**src/rtl/lcd_ft_pkg.sv**
```systemverilog
package lcd_ft_pkg;

  localparam int REG_AW = 3;

  typedef enum logic [REG_AW-1:0] {
    A_CTRL  = 3'd0,
    A_RATE  = 3'd1,
    A_STAT  = 3'd2,
    A_ISET  = 3'd3,
    A_ICLR  = 3'd4,
    A_IMASK = 3'd5,
    A_IFLAG = 3'd6
  } lcd_ft_reg_e;

  localparam int CTL_EN_BIT   = 0;
  localparam int CTL_DIS_BIT  = 1;
  localparam int CTL_SRST_BIT = 3;

  localparam int EVT_W     = 3;
  localparam int EVT_FRAME = 0;
  localparam int EVT_DIS   = 2;
  localparam logic [EVT_W-1:0] EVT_VALID = 3'b101;

  localparam int RATE_DIV_LSB = 4;

endpackage

```
**src/rtl/lcd_ft_divider.sv**
```systemverilog
module lcd_ft_divider #(
  parameter int PRESC_W   = 3,
  parameter int DIV_W     = 3,
  parameter int BASE_LOG2 = 3
) (
  input  logic               clk,
  input  logic               rst_n,
  input  logic               run,
  input  logic               ref_tick,
  input  logic [PRESC_W-1:0] presc_code,
  input  logic [DIV_W-1:0]   div_m1,
  output logic               frame_end,
  output logic               cnt_idle
);

  localparam int PCNT_W = BASE_LOG2 + (1 << PRESC_W) - 1;

  logic [PCNT_W-1:0] pcnt_q, pcnt_d, plim;
  logic [DIV_W-1:0]  dcnt_q, dcnt_d;
  logic              step, p_last, d_last, presc_out;

  // terminal count of the prescaler: 2^(BASE_LOG2+code) - 1
  always_comb begin
    plim = (PCNT_W'(1) << (BASE_LOG2 + int'(presc_code))) - PCNT_W'(1);
  end

  // compare with >= so a ratio lowered mid-frame cannot strand a counter
  assign step      = run & ref_tick;
  assign p_last    = (pcnt_q >= plim);
  assign d_last    = (dcnt_q >= div_m1);
  assign presc_out = step & p_last;
  assign frame_end = presc_out & d_last;
  assign cnt_idle  = (pcnt_q == '0) && (dcnt_q == '0);

  always_comb begin
    pcnt_d = pcnt_q;
    dcnt_d = dcnt_q;
    if (!run) begin
      pcnt_d = '0;
      dcnt_d = '0;
    end else if (step) begin
      pcnt_d = p_last ? '0 : pcnt_q + PCNT_W'(1);
      if (presc_out) begin
        dcnt_d = d_last ? '0 : dcnt_q + DIV_W'(1);
      end
    end
  end

  always_ff @(posedge clk or negedge rst_n) begin
    if (!rst_n) begin
      pcnt_q <= '0;
      dcnt_q <= '0;
    end else begin
      pcnt_q <= pcnt_d;
      dcnt_q <= dcnt_d;
    end
  end

endmodule

```
**src/rtl/lcd_ft_ctrl.sv**
```systemverilog
module lcd_ft_ctrl (
  input  logic clk,
  input  logic rst_n,
  input  logic cmd_en,
  input  logic cmd_dis,
  input  logic cmd_srst,
  input  logic frame_end,
  output logic en,
  output logic dis_done
);

  logic en_q, en_d, pend_q, pend_d;

  assign en       = en_q;
  assign dis_done = frame_end & pend_q & ~cmd_srst;

  always_comb begin
    en_d   = en_q;
    pend_d = pend_q;
    if (cmd_srst) begin
      en_d   = 1'b0;
      pend_d = 1'b0;
    end else if (frame_end && pend_q) begin
      en_d   = 1'b0;
      pend_d = 1'b0;
    end else if (!en_q) begin
      if (cmd_en) begin
        en_d = 1'b1;
      end
      pend_d = 1'b0;
    end else if (cmd_dis) begin
      pend_d = 1'b1;
    end else if (cmd_en) begin
      pend_d = 1'b0;
    end
  end

  always_ff @(posedge clk or negedge rst_n) begin
    if (!rst_n) begin
      en_q   <= 1'b0;
      pend_q <= 1'b0;
    end else begin
      en_q   <= en_d;
      pend_q <= pend_d;
    end
  end

endmodule

```
**src/rtl/lcd_ft_irq.sv**
```systemverilog
module lcd_ft_irq import lcd_ft_pkg::*; (
  input  logic             clk,
  input  logic             rst_n,
  input  logic             srst,
  input  logic             set_wr,
  input  logic             clr_wr,
  input  logic [EVT_W-1:0] wbits,
  input  logic             flag_rd,
  input  logic [EVT_W-1:0] events,
  output logic [EVT_W-1:0] mask,
  output logic [EVT_W-1:0] flags,
  output logic             irq
);

  logic [EVT_W-1:0] mask_q, mask_d, flags_q, flags_d;
  logic [EVT_W-1:0] set_bits, clr_bits, kept;

  assign set_bits = set_wr ? wbits : '0;
  assign clr_bits = clr_wr ? wbits : '0;
  assign kept     = flag_rd ? '0 : flags_q;

  always_comb begin
    if (srst) begin
      mask_d  = '0;
      flags_d = '0;
    end else begin
      mask_d  = ((mask_q | set_bits) & ~clr_bits) & EVT_VALID;
      flags_d = (kept | events) & EVT_VALID;
    end
  end

  always_ff @(posedge clk or negedge rst_n) begin
    if (!rst_n) begin
      mask_q  <= '0;
      flags_q <= '0;
    end else begin
      mask_q  <= mask_d;
      flags_q <= flags_d;
    end
  end

  assign mask  = mask_q;
  assign flags = flags_q;
  assign irq   = |(flags_q & mask_q);

endmodule

```
**src/rtl/lcd_ft_regs.sv**
```systemverilog
module lcd_ft_regs import lcd_ft_pkg::*; #(
  parameter int DATA_W  = 32,
  parameter int PRESC_W = 3,
  parameter int DIV_W   = 3
) (
  input  logic               clk,
  input  logic               rst_n,
  input  logic               wr_en,
  input  logic               rd_en,
  input  logic [REG_AW-1:0]  addr,
  input  logic [DATA_W-1:0]  wdata,
  input  logic               en,
  input  logic [EVT_W-1:0]   mask,
  input  logic [EVT_W-1:0]   flags,
  output logic [PRESC_W-1:0] presc_code,
  output logic [DIV_W-1:0]   div_m1,
  output logic               cmd_en,
  output logic               cmd_dis,
  output logic               cmd_srst,
  output logic               set_wr,
  output logic               clr_wr,
  output logic               flag_rd,
  output logic [EVT_W-1:0]   wbits,
  output logic [DATA_W-1:0]  rdata
);

  logic [PRESC_W-1:0] presc_q, presc_d;
  logic [DIV_W-1:0]   div_q, div_d;
  logic               wr_ctrl, wr_rate;

  assign wr_ctrl  = wr_en && (addr == A_CTRL);
  assign wr_rate  = wr_en && (addr == A_RATE);
  assign cmd_en   = wr_ctrl & wdata[CTL_EN_BIT];
  assign cmd_dis  = wr_ctrl & wdata[CTL_DIS_BIT];
  assign cmd_srst = wr_ctrl & wdata[CTL_SRST_BIT];
  assign set_wr   = wr_en && (addr == A_ISET);
  assign clr_wr   = wr_en && (addr == A_ICLR);
  assign flag_rd  = rd_en && (addr == A_IFLAG);
  assign wbits    = wdata[EVT_W-1:0];

  always_comb begin
    presc_d = presc_q;
    div_d   = div_q;
    if (cmd_srst) begin
      presc_d = '0;
      div_d   = '0;
    end else if (wr_rate) begin
      presc_d = wdata[PRESC_W-1:0];
      div_d   = wdata[RATE_DIV_LSB +: DIV_W];
    end
  end

  always_ff @(posedge clk or negedge rst_n) begin
    if (!rst_n) begin
      presc_q <= '0;
      div_q   <= '0;
    end else begin
      presc_q <= presc_d;
      div_q   <= div_d;
    end
  end

  assign presc_code = presc_q;
  assign div_m1     = div_q;

  always_comb begin
    rdata = '0;
    if (rd_en) begin
      case (addr)
        A_RATE: begin
          rdata[PRESC_W-1:0]           = presc_q;
          rdata[RATE_DIV_LSB +: DIV_W] = div_q;
        end
        A_STAT:  rdata[0]         = en;
        A_IMASK: rdata[EVT_W-1:0] = mask;
        A_IFLAG: rdata[EVT_W-1:0] = flags;
        default: rdata = '0;
      endcase
    end
  end

endmodule

```
**src/rtl/lcd_frame_timer.sv**
```systemverilog
module lcd_frame_timer import lcd_ft_pkg::*; #(
  parameter int DATA_W    = 32,
  parameter int PRESC_W   = 3,
  parameter int DIV_W     = 3,
  parameter int BASE_LOG2 = 3
) (
  input  logic              clk,
  input  logic              rst_n,
  input  logic              ref_tick,
  input  logic              wr_en,
  input  logic              rd_en,
  input  logic [REG_AW-1:0] addr,
  input  logic [DATA_W-1:0] wdata,
  output logic [DATA_W-1:0] rdata,
  output logic              frame_pulse,
  output logic              irq
);

  logic [PRESC_W-1:0] presc_code;
  logic [DIV_W-1:0]   div_m1;
  logic               cmd_en, cmd_dis, cmd_srst;
  logic               set_wr, clr_wr, flag_rd;
  logic [EVT_W-1:0]   wbits, irq_mask, irq_flags, events;
  logic               en_q, dis_done, frame_end, cnt_idle, run;
  logic               pulse_q, pulse_d;

  lcd_ft_regs #(.DATA_W(DATA_W), .PRESC_W(PRESC_W), .DIV_W(DIV_W)) u_regs (
    .clk(clk), .rst_n(rst_n), .wr_en(wr_en), .rd_en(rd_en), .addr(addr),
    .wdata(wdata), .en(en_q), .mask(irq_mask), .flags(irq_flags),
    .presc_code(presc_code), .div_m1(div_m1), .cmd_en(cmd_en),
    .cmd_dis(cmd_dis), .cmd_srst(cmd_srst), .set_wr(set_wr),
    .clr_wr(clr_wr), .flag_rd(flag_rd), .wbits(wbits), .rdata(rdata)
  );

  lcd_ft_ctrl u_ctrl (
    .clk(clk), .rst_n(rst_n), .cmd_en(cmd_en), .cmd_dis(cmd_dis),
    .cmd_srst(cmd_srst), .frame_end(frame_end), .en(en_q),
    .dis_done(dis_done)
  );

  assign run = en_q & ~cmd_srst;

  lcd_ft_divider #(.PRESC_W(PRESC_W), .DIV_W(DIV_W), .BASE_LOG2(BASE_LOG2)) u_div (
    .clk(clk), .rst_n(rst_n), .run(run), .ref_tick(ref_tick),
    .presc_code(presc_code), .div_m1(div_m1), .frame_end(frame_end),
    .cnt_idle(cnt_idle)
  );

  always_comb begin
    events            = '0;
    events[EVT_FRAME] = frame_end;
    events[EVT_DIS]   = dis_done;
  end

  lcd_ft_irq u_irq (
    .clk(clk), .rst_n(rst_n), .srst(cmd_srst), .set_wr(set_wr),
    .clr_wr(clr_wr), .wbits(wbits), .flag_rd(flag_rd), .events(events),
    .mask(irq_mask), .flags(irq_flags), .irq(irq)
  );

  assign pulse_d = frame_end;

  always_ff @(posedge clk or negedge rst_n) begin
    if (!rst_n) begin
      pulse_q <= 1'b0;
    end else begin
      pulse_q <= pulse_d;
    end
  end

  assign frame_pulse = pulse_q;

endmodule

```
**config.mk**
```make
export PLATFORM = sky130hd
export DESIGN_NAME = lcd_frame_timer
export DESIGN_NICKNAME = d
export VERILOG_FILES = /design/src/rtl/lcd_ft_pkg.sv /design/src/rtl/lcd_ft_divider.sv /design/src/rtl/lcd_ft_ctrl.sv /design/src/rtl/lcd_ft_irq.sv /design/src/rtl/lcd_ft_regs.sv /design/src/rtl/lcd_frame_timer.sv
export SDC_FILE = /design/constraint.sdc
export NUM_CORES = 1
export LEC_CHECK = 0
export ABC_AREA = 1
export ABC_CLOCK_PERIOD_IN_PS = 2000
export CAP_MARGIN = 15
export CORE_UTILIZATION = 39
export DETAILED_ROUTE_END_ITERATION = 8
export MAX_ROUTING_LAYER = met4
export PLACE_DENSITY = 0.72
export SYNTH_ARGS = -nofsm -noshare
export SYNTH_HDL_FRONTEND = slang
export SYNTH_SLANG_ARGS = --single-unit
```
**constraint.sdc**
```tcl
create_clock -name clk -period 2 [get_ports clk]
set_input_delay 0.3 -clock clk [delete_from_list [all_inputs] [get_ports clk]]
set_output_delay 0.3 -clock clk [all_outputs]
set_load 0.01 [all_outputs]
```
# After elaboration in Yosys (flattened, before gate mapping)
# Cells that the tools add are included.
classes:
  add_sub_neg: 4
  magnitude_cmp: 2
  n_eq_ne: 9
  n_shift: 1
  n_mux: 29
  bitwise_logic: 15
  reduce_logical: 10
ops:
  columns: ["op", "n"]
  rows:
  - ["$mux W3", 14]
  - ["$shl A1 B32 Y10 const A", 1]
  - ["$mux W10", 3]
  - ["$add A10 B1 Y10 const B", 1]
  - ["$ge A10 B10 Y1", 1]
  - ["$sub A10 B2 Y10 const B", 1]
  - ["$and A1 B1 Y1", 9]
  - ["$eq A3 B3 Y1 const B", 3]
  - ["$mux W1", 9]
  - ["$mux W7", 1]
  - ["$and A3 B3 Y3", 2]
  - ["$eq A3 B2 Y1 const B", 2]
  - ["$logic_and A1 B1 Y1", 6]
  - ["$or A3 B3 Y3", 2]
  - ["$pmux W2 S3", 1]
  - ["$ne A5 B4 Y1 const B", 1]
  - ["$add A2 B3 Y4 const A", 1]
  - ["$ne A2 B2 Y1 const B", 2]
  - ["$pmux W1 S4", 1]
  - ["$add A3 B1 Y3 const B", 1]
  - ["$eq A3 B1 Y1 const B", 1]
  - ["$ge A3 B3 Y1", 1]
  - ["$logic_not A3 Y1", 1]
  - ["$not A3 Y3", 1]
  - ["other kinds (4)", 4]
word_totals:
  reg_bits: 28

# Longest topological paths before layout
logic_depth:
  depth_word: 12
  ltp_mapped: 13
  depth_no_buf: 12

# Modules after synthesis
# From an unflattened synthesis, not the netlist that was laid out.
unflattened:
  cells_unflattened: 297
  hier_area_um2: 2225.9
modules_own_cells:
  columns: ["mod", "n_inst", "cells_each", "area_each_um2", "seq_area_each_um2"]
  rows:
  - ["lcd_ft_divider", 1, 149, 1172.4, 325.3]
  - ["lcd_ft_regs", 1, 107, 724.4, 150.1]
  - ["lcd_ft_irq", 1, 26, 195.2, 100.1]
  - ["lcd_ft_ctrl", 1, 11, 95.1, 50.0]
  - ["lcd_frame_timer", 1, 4, 38.8, 25.0]

# Least setup slack after synthesis
# Ideal clock, no wire load.
synth_timing:
  kind: "register -> register"
  start: "register u_regs.presc_q[2], in the netlist u_regs.presc_code[2]"
  end: "register u_div.pcnt_q[0]"
  t_arrival_ns: 1.656
  required_ns: 1.924
  path_slack_ns: 0.268
  stages_incl_launch_ff: 10
  path_buffers: 1
  synth_period_minus_slack_ns: 1.732
  cell_sequence: "dfrtp_1 > clkbuf_1 > nand3_1 > ha_1 > a21o_1 > nor2_1 > nand3_2 > inv_1 > nand2_2 > o21ai_1"
synth_between:
  elab_chain_cells: 7
synth_rtl:
  columns: ["item", "line", "text"]
  rows:
  - ["start: declaration", "lcd_ft_regs.sv:27", "logic [PRESC_W-1:0] presc_q, presc_d;"]
  - ["start signal: assignment", "lcd_ft_regs.sv:58", "presc_q <= presc_d;"]
  - ["$add A2 B3 Y4", "lcd_ft_divider.sv:24", "plim = (PCNT_W'(1) << (BASE_LOG2 + int'(presc_code))) - PCNT_W'(1);"]
  - ["$shl A1 B32 Y10", "lcd_ft_divider.sv:24", null]
  - ["$sub A10 B2 Y10", "lcd_ft_divider.sv:24", null]
  - ["$ge A10 B10 Y1", "lcd_ft_divider.sv:29", "assign p_last = (pcnt_q >= plim);"]
  - ["$mux W10", "lcd_ft_divider.sv:42", "pcnt_d = p_last ? '0 : pcnt_q + PCNT_W'(1);"]
  - ["$mux W10", "lcd_ft_divider.sv:41", "end else if (step) begin"]
  - ["$mux W10", "lcd_ft_divider.sv:38", "if (!run) begin"]
  - ["end signal: assignment", "lcd_ft_divider.sv:54", "pcnt_q <= pcnt_d;"]
  - ["end: declaration", "lcd_ft_divider.sv:18", "logic [PCNT_W-1:0] pcnt_q, pcnt_d, plim;"]
# Every way passes these cells. The select of a mux whose other input is x is not followed.
# A chain may end at the register's enable or synchronous reset.

# Worst setup path after layout
layout_timing:
  start: "input port addr[1]"
  end: "output port rdata[1]"
layout_between:
  elab_chain_cells: 3
  word_cells_on_any_way: 5
  classes_between: "eq/ne (3); mux (2)"
layout_rtl:
  columns: ["item", "line", "text"]
  rows:
  - ["start: declaration", "lcd_frame_timer.sv:12", "input logic [REG_AW-1:0] addr,"]
  - ["$eq A3 B3 Y1 / $eq A3 B1 Y1 (equally long branches)", "lcd_ft_regs.sv:69", "case (addr)"]
  - ["$pmux W2 S3 (*)", "lcd_ft_regs.sv:69", null]
  - ["$mux W7 (*)", "lcd_ft_regs.sv:68", "if (rd_en) begin"]
  - ["end: declaration", "lcd_frame_timer.sv:14", "output logic [DATA_W-1:0] rdata,"]
# Every way passes the cells marked *; elsewhere a longest branch is shown, timed or not.

==> impl_metrics.yaml <==
setup_path:
  cpPeakStageDelay_ns: 0.44
  cp_cell_sequence: "clkdlybuf4s50_1, nor2_1, nand2_1, inv_1, nand2_2, nor2_1, clkdlybuf4s15_1"
  path_class: "in2out"
  cp-startpoint: "addr[1]"
  slowest_stage: "clkdlybuf4s50_1"
  startpoint_type: "primary input"
  crit_path_frequent_cell: "nor2_1"
  crit-reg2reg-launch: "u_regs.presc_code[0]"
  end_kind: "primary output"
  crit_arrival_ns: 1.56
  required_ns: 1.70
  path_max_fanout: 4
power_and_ir_drop:
  ir_drop_mv: 0.375
  p_leak_nw: 1.16
  power_mw: 1.31
  powerDensity_nw_per_um2: 587
run_status:
  status: "completed"
floorplanning:
  coreArea_um2: 4750
  die_x_um: 72.5
  rows: 25
  die_area_um2: 5260
  die_h_um: 72.5
  io_pins: 74
  initial_core_util_pct: 40.8
route:
  routed.top_layer: "met4"
  totalWireLength_um: 3840
  drt_iter0_drc: 103
  drcViolationCount: 0
  ant_nets: 0
  met3_length_um: 85
  dr.pass1.iters: 4
  wirelength_met1_um: 1960
  wl_per_cell_um: 11.1
  vias_per_cell: 4.59
  wl_met2_um: 1750
  dr_total_vias: 1593
sta:
  grt_setup_unrepaired: "no"
  fin_crit_sh_pct: 93.2
  fin_ws_ns: 0.135
  slew_violations: 0
  tns_ns: 0
  finalSetupViolations: 0
  fmax_mhz: 536
  skew_ns: 0.00983
  finalHoldViolations: 0
  finalCriticalPeriod_ns: 1.86
cts:
  h-tree-depth: 1
  cts_buffers: 3
  cts_tree: "built"
  clock_insertion_delay_worst_skew_ns: 0.28
  post_cts_resized: 9
  cts_buffer_depth: 2
  post-cts-setup-buffers: 0
  clkSinkCount: 26
  path_clk_slew_ns: 0.10
  ctsHoldBuffers: 0
  clockRootBuffer: "clkbuf_8"
synth:
  synth_compound_area_share_pct: 10.8
  synth_xor_area_share_pct: 2.71
  ys_warn_count: 0
  synth_top_family_by_area: "simple AND/OR/NAND/NOR gates"
  ys_ff_latch: 26
  yosysTopAreaCellShare_pct: 33.5
  netlist_area_um2: 1940
  synth_cell_types: 32
  netlist_instances: 250
  ys_seq_area_share_pct: 33.5
  yosysTopAreaCell: "dfrtp_1"
  synth_mux_area_share_pct: 0
  synthAdderAreaFrac_pct: 9.03
  yosys.area_share.simple_pct: 25.5
  avgSynthCellArea_um2: 7.76
  synth.top_cells.by_area: "dfrtp_1, buf_4, ha_1, nand2_1, inv_1"
place:
  gp_congestion: 0.832
  dpl_cell_area_um2: 2190
  port_buffers: 22
  dp_slack_ns: -0.307
  detailed_place_hpwl_um: 3060
layout:
  areaGrowthSynthToFinish_pct: 14.8
  fill_cells: 508
  final_nets: 336
  seqCellArea_um2: 653
  final_common_cell: "nand2_1"
  drive_above_1_share_pct: 11.8
  multi_input_comb_area_um2: 1040
  antennaDiodeCount: 0
  fin_area_um2: 2230
  layout_common_cells: "nand2_1, inv_1, conb_1, dfrtp_1, nand3_1"
run:
  drv_cap: 0
global_routing:
  grt.overflow.total: 0
  grt_max_degree: 27
  grt_usage_pct: 16.8
  antenna_found_initial: 0
  grt_pass1_wl_um: 6670
  grt_pass1_vias: 1482
worst_hold_path:
  hold_path_class: "in2async"
-- final timing paths --
path | endpoint | slack [ns] | cells past startpoint
min | u_div.dcnt_q[2] | 0.38 | 2
min in group clk | u_div.pcnt_q[8] | 0.53 | 2
max reg2reg | u_div.pcnt_q[4] | 0.19 | 8
max in group asynchronous | u_regs.presc_code[2] | 1.35 | 2
min reg2reg | u_div.pcnt_q[8] | 0.53 | 2
max | rdata[1] | 0.14 | 7
-- final cells by class --
| type | instances | area share (%) |
|---|---|---|
| inverters | 37 | 6.23 |
| multi-input cells | 184 | 46.8 |
| clock buffers | 3 | 1.85 |
| repair buffers | 30 | 12.0 |
| well taps | 67 | 3.76 |
| flip-flops and latches | 26 | 29.3 |
-- logic make-up after synthesis --
logic type,after synthesis
other,1
DFF,26
adders and majority gates,14
and+or+nand+nor,101
xor gates and xnor gates,6
AOI/OAI and AO/OA,36
buffers and inverters,66
-- metrics by stage --
| step | util (%) | hold WS (ns) | instances |
|---|---|---|---|
| floorplan | - | 0.00441 | 276 |
| global placement | 46.0 | 0.521 | 344 |
| detailed placement | 46.0 | 0.513 | 344 |
| CTS | 46.8 | 0.400 | 347 |
| global route | 46.9 | 0.441 | 347 |
| finish | 46.9 | 0.382 | 347 |
-- state kept, by name, indices dropped and copies added (netlist names) --
| signal | flops |
|---|---|
| u_ctrl.en | 1 |
| u_regs.div_m1 | 3 |
| u_div.dcnt_q | 3 |
| u_regs.presc_code | 3 |
| u_div.pcnt_q | 10 |
| u_irq.mask | 2 |
| u_irq.flags | 2 |
| frame_pulse | 1 |
| u_ctrl.pend_q | 1 |
-- cell usage after synthesis (all sizes together) --
cell type	count
ha	14
o211ai	1
a41oi	2
o22ai	9
nor4	1
dfrtp	26
a211oi	1
a21oi	7
o21ai	15
xor2	5
buf	28
nor2	19
clkbuf	1
nand3	25
xnor2	1
conb	1
nand4	1
nand2	50
nor3	5
a21o	1
inv	37
-- power by group --
| part | switching (mW) | internal (mW) |
|---|---|---|
| registers | 0.0568 | 0.579 |
| clock network | 0.174 | 0.136 |
| logic | 0.225 | 0.137 |
| total | 0.456 | 0.852 |
-- critical path: cells and delay by family --
family / cells / cell delay, ns
buf+inv: 3 / 0.81
simple gates: 4 / 0.44
-- metal layers --
layer,track usage (%),up-vias
li1,-,825
met1,23.4,733
met2,25.5,29
met3,1.67,6
met4,5.88,0
met5,-,-
Note: power is estimated with default switching activity, not from simulation.
